--- src/rtl/sio_pkg.sv ---
package sio_pkg;
    localparam int WORD_W = 16;
    localparam int RX_W   = 10;
    localparam int IDX_W  = 4;

    typedef enum logic [1:0] {
        RX_IDLE  = 2'd0,
        RX_START = 2'd1,
        RX_DATA  = 2'd2
    } rx_st_e;
endpackage

--- src/rtl/sio_tx.sv ---
module sio_tx
    import sio_pkg::*;
#(
    parameter int BAUD_W = 12
) (
    input  logic              clk,
    input  logic              rst_n,
    input  logic              wr,
    input  logic [WORD_W-1:0] wdata,
    input  logic [BAUD_W-1:0] baud,
    output logic              txd,
    output logic              tbe,
    output logic              tsre
);
    localparam int SH_W = WORD_W + 1;

    typedef struct packed {
        logic              busy;
        logic [SH_W-1:0]   sh;
        logic [BAUD_W-1:0] cnt;
        logic [WORD_W-1:0] hold;
        logic              full;
        logic              tbe;
    } tx_st_t;

    tx_st_t s_d, s_q;

    always_comb begin
        s_d = s_q;
        if (!s_q.busy && s_q.full) begin
            // move held word behind a low start bit
            s_d.sh   = {s_q.hold, 1'b0};
            s_d.busy = 1'b1;
            s_d.cnt  = '0;
            s_d.full = 1'b0;
            s_d.tbe  = 1'b1;
        end else if (s_q.busy) begin
            if (s_q.cnt == baud) begin
                s_d.cnt = '0;
                s_d.sh  = s_q.sh >> 1;
                // frame ends after the highest set bit leaves
                if (s_q.sh[SH_W-1:1] == '0) begin
                    s_d.busy = 1'b0;
                end
            end else begin
                s_d.cnt = s_q.cnt + 1'b1;
            end
        end
        if (wr) begin
            s_d.hold = wdata;
            s_d.full = 1'b1;
            s_d.tbe  = 1'b0;
        end
    end

    always_ff @(posedge clk) begin
        if (!rst_n) begin
            s_q      <= '0;
            s_q.tbe  <= 1'b1;
        end else begin
            s_q <= s_d;
        end
    end

    assign txd  = s_q.busy ? s_q.sh[0] : 1'b1;
    assign tbe  = s_q.tbe;
    assign tsre = !s_q.busy;
endmodule

--- src/rtl/sio_rx.sv ---
module sio_rx
    import sio_pkg::*;
#(
    parameter int BAUD_W = 12,
    parameter int SYNC_N = 2
) (
    input  logic              clk,
    input  logic              rst_n,
    input  logic              rxd,
    input  logic [BAUD_W-1:0] baud,
    input  logic              long_mode,
    input  logic              clr,
    output logic [RX_W-1:0]   rbuf,
    output logic              rbf,
    output logic              ovr
);
    typedef struct packed {
        logic [SYNC_N-1:0] sync;
        rx_st_e            st;
        logic [BAUD_W-1:0] cnt;
        logic [IDX_W-1:0]  idx;
        logic [RX_W-1:0]   sh;
        logic [RX_W-1:0]   rbuf;
        logic              rbf;
        logic              ovr;
    } rx_st_t;

    rx_st_t s_d, s_q;
    logic   rxs;
    logic   done;
    logic [BAUD_W-1:0] half;
    logic [IDX_W-1:0]  last;
    logic [RX_W-1:0]   frame;

    assign rxs  = s_q.sync[SYNC_N-1];
    assign half = baud >> 1;
    assign last = long_mode ? IDX_W'(9) : IDX_W'(8);

    always_comb begin
        s_d      = s_q;
        done     = 1'b0;
        s_d.sync = {s_q.sync[SYNC_N-2:0], rxd};
        case (s_q.st)
            RX_IDLE: begin
                if (!rxs) begin
                    s_d.st  = RX_START;
                    s_d.cnt = '0;
                end
            end
            RX_START: begin
                if (s_q.cnt == half) begin
                    s_d.cnt = '0;
                    s_d.idx = '0;
                    s_d.st  = rxs ? RX_IDLE : RX_DATA;
                end else begin
                    s_d.cnt = s_q.cnt + 1'b1;
                end
            end
            RX_DATA: begin
                if (s_q.cnt == baud) begin
                    s_d.cnt         = '0;
                    s_d.sh[s_q.idx] = rxs;
                    s_d.idx         = s_q.idx + 1'b1;
                    if (s_q.idx == last) begin
                        done   = 1'b1;
                        s_d.st = RX_IDLE;
                    end
                end else begin
                    s_d.cnt = s_q.cnt + 1'b1;
                end
            end
            default: s_d.st = RX_IDLE;
        endcase
        frame = long_mode ? s_d.sh : {s_d.sh[8], s_d.sh[8:0]};
        if (clr) begin
            s_d.rbf = 1'b0;
            s_d.ovr = 1'b0;
        end
        if (done) begin
            s_d.rbuf = frame;
            s_d.rbf  = 1'b1;
            if (s_q.rbf && !clr) begin
                s_d.ovr = 1'b1;
            end
        end
    end

    always_ff @(posedge clk) begin
        if (!rst_n) begin
            s_q      <= '0;
            s_q.sync <= '1;
            s_q.st   <= RX_IDLE;
        end else begin
            s_q <= s_d;
        end
    end

    assign rbuf = s_q.rbuf;
    assign rbf  = s_q.rbf;
    assign ovr  = s_q.ovr;
endmodule

--- src/rtl/sio_uart.sv ---
module sio_uart
    import sio_pkg::*;
#(
    parameter int BAUD_W = 12,
    parameter int SYNC_N = 2
) (
    input  logic              clk,
    input  logic              rst_n,
    input  logic              tx_wr,
    input  logic [15:0]       tx_wdata,
    input  logic [BAUD_W-1:0] baud,
    input  logic              long_mode,
    input  logic              rx_clr,
    input  logic              rxd,
    output logic              txd,
    output logic [15:0]       rd_word,
    output logic              irq_tbe,
    output logic              irq_rbf
);
    logic            tbe, tsre, rbf, ovr;
    logic [RX_W-1:0] rbuf;

    sio_tx #(.BAUD_W(BAUD_W)) u_tx (
        .clk   (clk),
        .rst_n (rst_n),
        .wr    (tx_wr),
        .wdata (tx_wdata),
        .baud  (baud),
        .txd   (txd),
        .tbe   (tbe),
        .tsre  (tsre)
    );

    sio_rx #(.BAUD_W(BAUD_W), .SYNC_N(SYNC_N)) u_rx (
        .clk       (clk),
        .rst_n     (rst_n),
        .rxd       (rxd),
        .baud      (baud),
        .long_mode (long_mode),
        .clr       (rx_clr),
        .rbuf      (rbuf),
        .rbf       (rbf),
        .ovr       (ovr)
    );

    assign rd_word = {ovr, rbf, tbe, tsre, rxd, 1'b0, rbuf};
    assign irq_tbe = tbe;
    assign irq_rbf = rbf;
endmodule

--- config.mk ---
export PLATFORM = sky130hd
export DESIGN_NAME = sio_uart
export DESIGN_NICKNAME = d
export VERILOG_FILES = /design/src/rtl/sio_pkg.sv /design/src/rtl/sio_tx.sv /design/src/rtl/sio_rx.sv /design/src/rtl/sio_uart.sv
export SDC_FILE = /design/constraint.sdc
export NUM_CORES = 1
export LEC_CHECK = 0
export ABC_CLOCK_PERIOD_IN_PS = 2300
export BUFFER_PORTS_ARGS = -buffer_cell sky130_fd_sc_hd__buf_2
export CORE_ASPECT_RATIO = 0.8
export CORE_MARGIN = 3
export CORE_UTILIZATION = 45
export CTS_BUF_LIST = sky130_fd_sc_hd__clkbuf_4 sky130_fd_sc_hd__clkbuf_8 sky130_fd_sc_hd__clkbuf_16
export CTS_CLUSTER_DIAMETER = 60
export DETAILED_ROUTE_END_ITERATION = 7
export PLACE_DENSITY = 0.71
export SETUP_SLACK_MARGIN = 0.5
export SLEW_MARGIN = 20
export SYNTH_ARGS = -nofsm -noshare
export SYNTH_HDL_FRONTEND = slang
export SYNTH_SLANG_ARGS = --single-unit
--- constraint.sdc ---
create_clock -name clk -period 2.3 [get_ports clk]
set_clock_uncertainty 0.1 [all_clocks]
set_input_delay 0.46 -clock clk [delete_from_list [all_inputs] [get_ports clk]]
set_output_delay 0.46 -clock clk [all_outputs]
set_load 0.005 [all_outputs]
## Yosys cells after proc, flatten, opt, wreduce, memory -nomap -nowiden

Cells that the tools add are included.

| word-level totals | value |
|---|---|
| memories | 0 |
| RAM bits | 0 |
| word-level logic and storage cells | 82 |
| memory bits (read-only) | 0 |
| bits in registers | 90 |
| bits in latches | 0 |
| output and inout port bits | 19 |
| bits of input ports | 34 |

| cells by class | value |
|---|---|
| shift-type cells | 0 |
| magnitude comparators | 2 |
| reduce and logical (&&, ||, !) cells | 19 |
| add/subtract/negate cells | 3 |
| $mul | 0 |
| equal/unequal tests | 10 |
| bitwise logic cells | 1 |
| divide/modulo/power cells | 0 |
| muxes and demuxes | 32 |

Operators with widths:

| operator | number |
|---|---|
| $mux W30 | 2 |
| $mux W12 | 3 |
| $pmux W12 S3 | 1 |
| $mux W14 | 2 |
| $add A12 B1 Y12 const B | 2 |
| $eq A12 B12 Y1 | 2 |
| $mux W10 | 2 |
| $mux W18 | 1 |
| $logic_not A16 Y1 | 1 |
| $mux W2 | 8 |
| $eq A12 B11 Y1 | 1 |
| $bwmux W10 | 1 |
| $reduce_bool A2 Y1 | 5 |
| $mux W1 | 8 |
| $pmux W4 S2 | 1 |
| $ne A2 B1 Y1 const B | 3 |
| $pmux W2 S3 | 1 |
| $reduce_and A2 Y1 | 3 |
| $lt A4 B5 Y1 const B | 1 |
| $add A4 B1 Y4 const B | 1 |
| $demux W1 S4 | 1 |
| $eq A4 B4 Y1 | 1 |
| $ge A4 B1 Y1 const B | 1 |
| $mux W4 | 1 |
| other kinds (11) | 14 |

## Depth between registers and ports, before layout

| logic depth | value |
|---|---|
| depth after elaboration | 8 |
| mapped depth | 9 |
| mapped depth without buffers | 8 |

## Modules after synthesis

A second synthesis with hierarchy kept.

| unflattened totals | value |
|---|---|
| cell total of the unflattened synthesis | 526 |
| area, all modules | 4,862.2 um2 |

Modules (own cells, without submodules):

| module | times used | cells each | area each (um2) | seq. area each (um2) |
|---|---|---|---|---|
| sio_rx | 1 | 287 | 2,521.2 | 840.8 |
| sio_tx | 1 | 232 | 2,292.2 | 960.9 |
| sio_uart | 1 | 7 | 48.8 | 0.0 |

## Worst setup path after synthesis

OpenSTA, ideal clock, no wires.

| timing path | value |
|---|---|
| path type | input-to-reg |
| start | input port baud[1] |
| end | register u_rx.s_q[24] (netlist name) |
| arrival time | 1,878 ps |
| setup time | 70 ps |
| path buffers | 1 |
| cell stages on the path | 7 |
| setup slack | 252 ps |
| data required time | 2,130 ps |
| cells stage by stage | xor2_1 nor4_2 and3_1 buf_4 o2111ai_2 or3b_1 a21oi_1 |

| on the way | value |
|---|---|
| longest elaborated chain between the ends | 3 |
| elaborated cells on any way between the ends | 5 |
| classes of those cells | 4 x eq/ne; 1 x reduce/logical |

RTL lines:

| what | line | RTL |
|---|---|---|
| start, declared | sio_uart.sv:11 | `input logic [BAUD_W-1:0] baud,` |
| $eq A12 B12 Y1 or $eq A12 B11 Y1 (tied branches) | sio_rx.sv:60, sio_rx.sv:51 |  |
| $ne A2 B1 Y1 (no line) | - |  |
| $reduce_and A3 Y1 (no line) * | - |  |
| end, declared | sio_rx.sv:28 | `rx_st_t s_d, s_q;` |

Every way passes the cells marked *; elsewhere a longest branch is shown, timed or not.
A chain may end at the register's enable or synchronous reset.

## Worst setup path in the final report

| timing path | value |
|---|---|
| start | register u_rx.s_q[31] (netlist name) |
| end | register u_rx.s_q[24] (netlist name) |

| on the way | value |
|---|---|
| longest elaborated chain between the ends | 3 |
| elaborated cells on any way between the ends | 5 |
| classes of those cells | 4 x eq/ne; 1 x reduce/logical |

RTL lines:

| what | line |
|---|---|
| $eq A12 B12 Y1 or $eq A12 B11 Y1 (tied branches) | sio_rx.sv:60, sio_rx.sv:51 |
| $ne A2 B1 Y1 (no line) | - |
| $reduce_and A3 Y1 (no line) * | - |

Marked as above.

==> run metrics <==
Avg Cell Area, Syn slightly below 9 um2; Worst Path Max Fanout 7; synthesis warning total 0; global route overflow 0; Net Count, Synth 549; layout cell share with drive strength beyond 1 a little under two fifths; Mapped Area 0.00437 mm2; Max Slew Vio Count 0; Logic pwr share 8.5%; Yosys reg bits 90; first-pass GRT wire length ~17,000 um; PortBufs 51; R2R depth 6; crit-path cells xor2_1 -> nor4_2 -> and3_4 -> o2111ai_4 -> or3b_1 -> a21oi_1; Num CTS Buffers 9; Die ar. 0.0109 mm2; CP arrival 2.22 ns; Worst-Skew Late Latency between 0.3 and 0.4 ns; startpoint types flop; Tmin final approximately 2.0 ns; Worst Tran Pin Value 0.517 ns; total routed wirelength between 10,000 and 15,000 um; Hold EP u_rx.ovr; cts hold-fix bufs 0; Worst Hold Class input port to flop; CP delay by family, top simple AND/OR/NAND/NOR gates; most frequent cells in the layout 64 x dfxtp_1, 50 x buf_2, 48 x nor2_1, 39 x nand2_1, 35 x a21oi_1; CP max stage cell or3b_1; Clock power frac 42.7%; Post-synth EDFFs 0; Max-Slew Margin vs Limit approximately two thirds; gp weighted congestion between 0.7 and 0.8; register area about 0.0019 mm2; largest net degree at the start of global routing 26; Sw Ratio 25.3%; Cells after Synth ~510; Worst VDD drop roughly 0.00043 V; Crit path required time between 2 and 2.5 ns; final instance area 0.00582 mm2; RSZ-0062 raised after global routing true; Psw roughly 0.00083 W; Leakage Power approximately 2.2 nW; vias in the first global route about 3,600; Layout area overhead 33.3%; TritonCTS clock tree done; Distinct cells, synth 47; TritonCTS Sinks 90; initial antenna violation count 0; clk buf depth 2; total track usage 19.7%; status finished, final reports clean; sequential-to-total area share from yosys stat just over 40%; Reg-to-Reg Start u_rx.s_q[31]; via count approximately 3,900; Boundary Pins 53; Fill cells between 700 and 800; Layout Nets 615; Main synth FF type dfxtp_1; Initial Util between 40% and 50%; DRC 0; Seq pwr share between 40 and 50%; starting DRC count in detailed routing 250; area of the multi-input gates 0.00270 mm2; Critical Path Max Stage Delay 0.38 ns; drt pass-1 iters 5; hold slack approximately 0.21 ns; H-tree lvl count 3; crit path buf inv count 0; Clock Tree Root clkbuf_16; Routed WL per cell between 15 and 20 um; maxcap violations 0; Vias per Instance ~5.7; worst r2r dst u_rx.s_q[24]; diode count 0; Reg clk slew, reported paths around 0.070 ns; Post-DP HPWL about 6900 um; Internal Power about 0.0025 W; Crit Path Class flop to flop; hold path depth 2; Hold Violations, Final 0; PD cells between 500 and 600 mW/mm2; core area 0.00927 mm2; CP Capture Type flop; Rows 31; internal reg-to-reg setup slack 0.26 ns; Async SR Flop Fraction 0%; Die Span Y around 94 um; Setup-failing EPs final 0; placed cell areas about 0.0047 mm2; Hold Crit Start rx_clr; Core Util, Final a little over three fifths; fin crit share around 90%; most common cell after layout, fill and taps aside dfxtp_1; Die W about 120 um; top achievable clock speed 0.489 GHz; Final ANT Viol Nets 0
state kept, by name, indices dropped and copies added, names as in the netlist:
register,flops
u_tx.s_q,47
u_rx.s_q,28
u_rx.rbuf,10
u_rx.ovr,1
u_rx.rbf,1
u_rx.rxs,1
u_rx.s_d,1
u_tx.tbe,1
worst max path at each step:
stage	startpoint	end	slack (ns)	cells past startpoint
after global placement	baud[10]	u_rx.s_q[16]	-0.03	7
final	u_rx.s_q[31]	u_rx.s_q[24]	0.26	6
after detailed placement	baud[10]	u_rx.s_q[16]	-0.06	7
after floorplan	baud[11]	u_rx.s_q[24]	0.30	7
after CTS	u_rx.s_q[27]	u_rx.s_q[24]	0.33	6
after global routing	u_rx.s_q[31]	u_rx.rbuf[8]	0.17	7
layer usage:
metal | vias to the layer above | wire [um] | GRT usage [%] | part of all wire [%]
met3 | 23 | 658 | 4.25 | 5.8
met5 | - | 0 | 0 | 0
met4 | 0 | 212 | 7.25 | 1.9
met2 | 129 | 5510 | 31.1 | 49
li1 | 1869 | - | - | -
met1 | 1895 | 4910 | 26.5 | 43
worst register-to-register path: stages (launching register included):
cell and delay, ns:
dfxtp_4 0.37, xor2_1 0.17, nor4_2 0.36, and3_4 0.32
o2111ai_4 0.13, or3b_1 0.38, a21oi_1 0.14
power groups by stage:
stage / Combinational, W / Clock [W] / Sequential [W]
finish: 0.000279 / 0.00140 / 0.00161
global route: 0.000302 / 0.00149 / 0.00161
CTS: 0.000258 / 0.00142 / 0.00161
detailed placement: 0.000234 / 0 / 0.00165
global placement: 0.000228 / 0 / 0.00165
floorplan: 0.000160 / 0 / 0.00164
kinds of logic after synthesis:
| logic type | share of synthesized area, % |
|---|---|
| AOI/OAI and AO/OA | 14.5 |
| xor gates and xnor gates | 10.4 |
| adders and majority gates | 2.86 |
| buffers and inverters | 6.56 |
| DFF | 41.2 |
| muxes | 4.35 |
| other | 0.0858 |
| and+or+nand+nor | 20.0 |
stage by stage:
| stage | cells | setup TNS (ns) | setup slack (ns) | total power [W] |
|---|---|---|---|---|
| global placement | 642 | -0.0269 | -0.0269 | 0.00188 |
| CTS | 678 | 0 | 0.332 | 0.00329 |
| detailed placement | 642 | -0.382 | -0.0615 | 0.00189 |
| global route | 691 | 0 | 0.167 | 0.00340 |
| floorplan | 505 | 0 | 0.297 | 0.00180 |
| finish | 691 | 0 | 0.255 | 0.00329 |
what timing repair did:
item | in CTS | in global routing
pin swaps | 37 | 52
resized for setup | 78 | 54
endpoints found under the setup margin | 70 | 69
buffers inserted | 17 | 12
cloned | 3 | 1
synth_stat cells (all sizes together) (2+ instances only):
library cell	number	area share, %
nor2	49	4.2
o21ai	30	3.4
nor2b	3	0.43
or2	8	1.1
nand4b	2	0.40
a31oi	5	0.72
and3	6	0.86
a22oi	15	2.6
nand3b	2	0.34
mux2i	19	4.4
nand4	10	1.4
buf	27	4.2
or3	4	0.57
a21o	2	0.34
ha	10	2.9
nand3	15	1.7
xnor2	17	3.4
a21oi	46	5.3
inv	11	0.95
nor4	12	2.5
dfxtp	90	41
or4	2	0.34
nand2	42	3.6
xor2	35	7.0
nor3	5	0.57
and4	3	0.60
nand2b	5	0.72
clkbuf	17	1.5
layout make-up:
type | instances | share of cell area (%)
Tap cell | 115 | 2.47
Multi-Input combinational cell | 360 | 46.4
Inverter | 11 | 0.709
Sequential cell | 90 | 32.1
Clock inverter | 6 | 0.838
Clock buffer | 10 | 4.00
Timing Repair Buffer | 99 | 13.5
No activity file was read; power rests on OpenSTA's default activity.
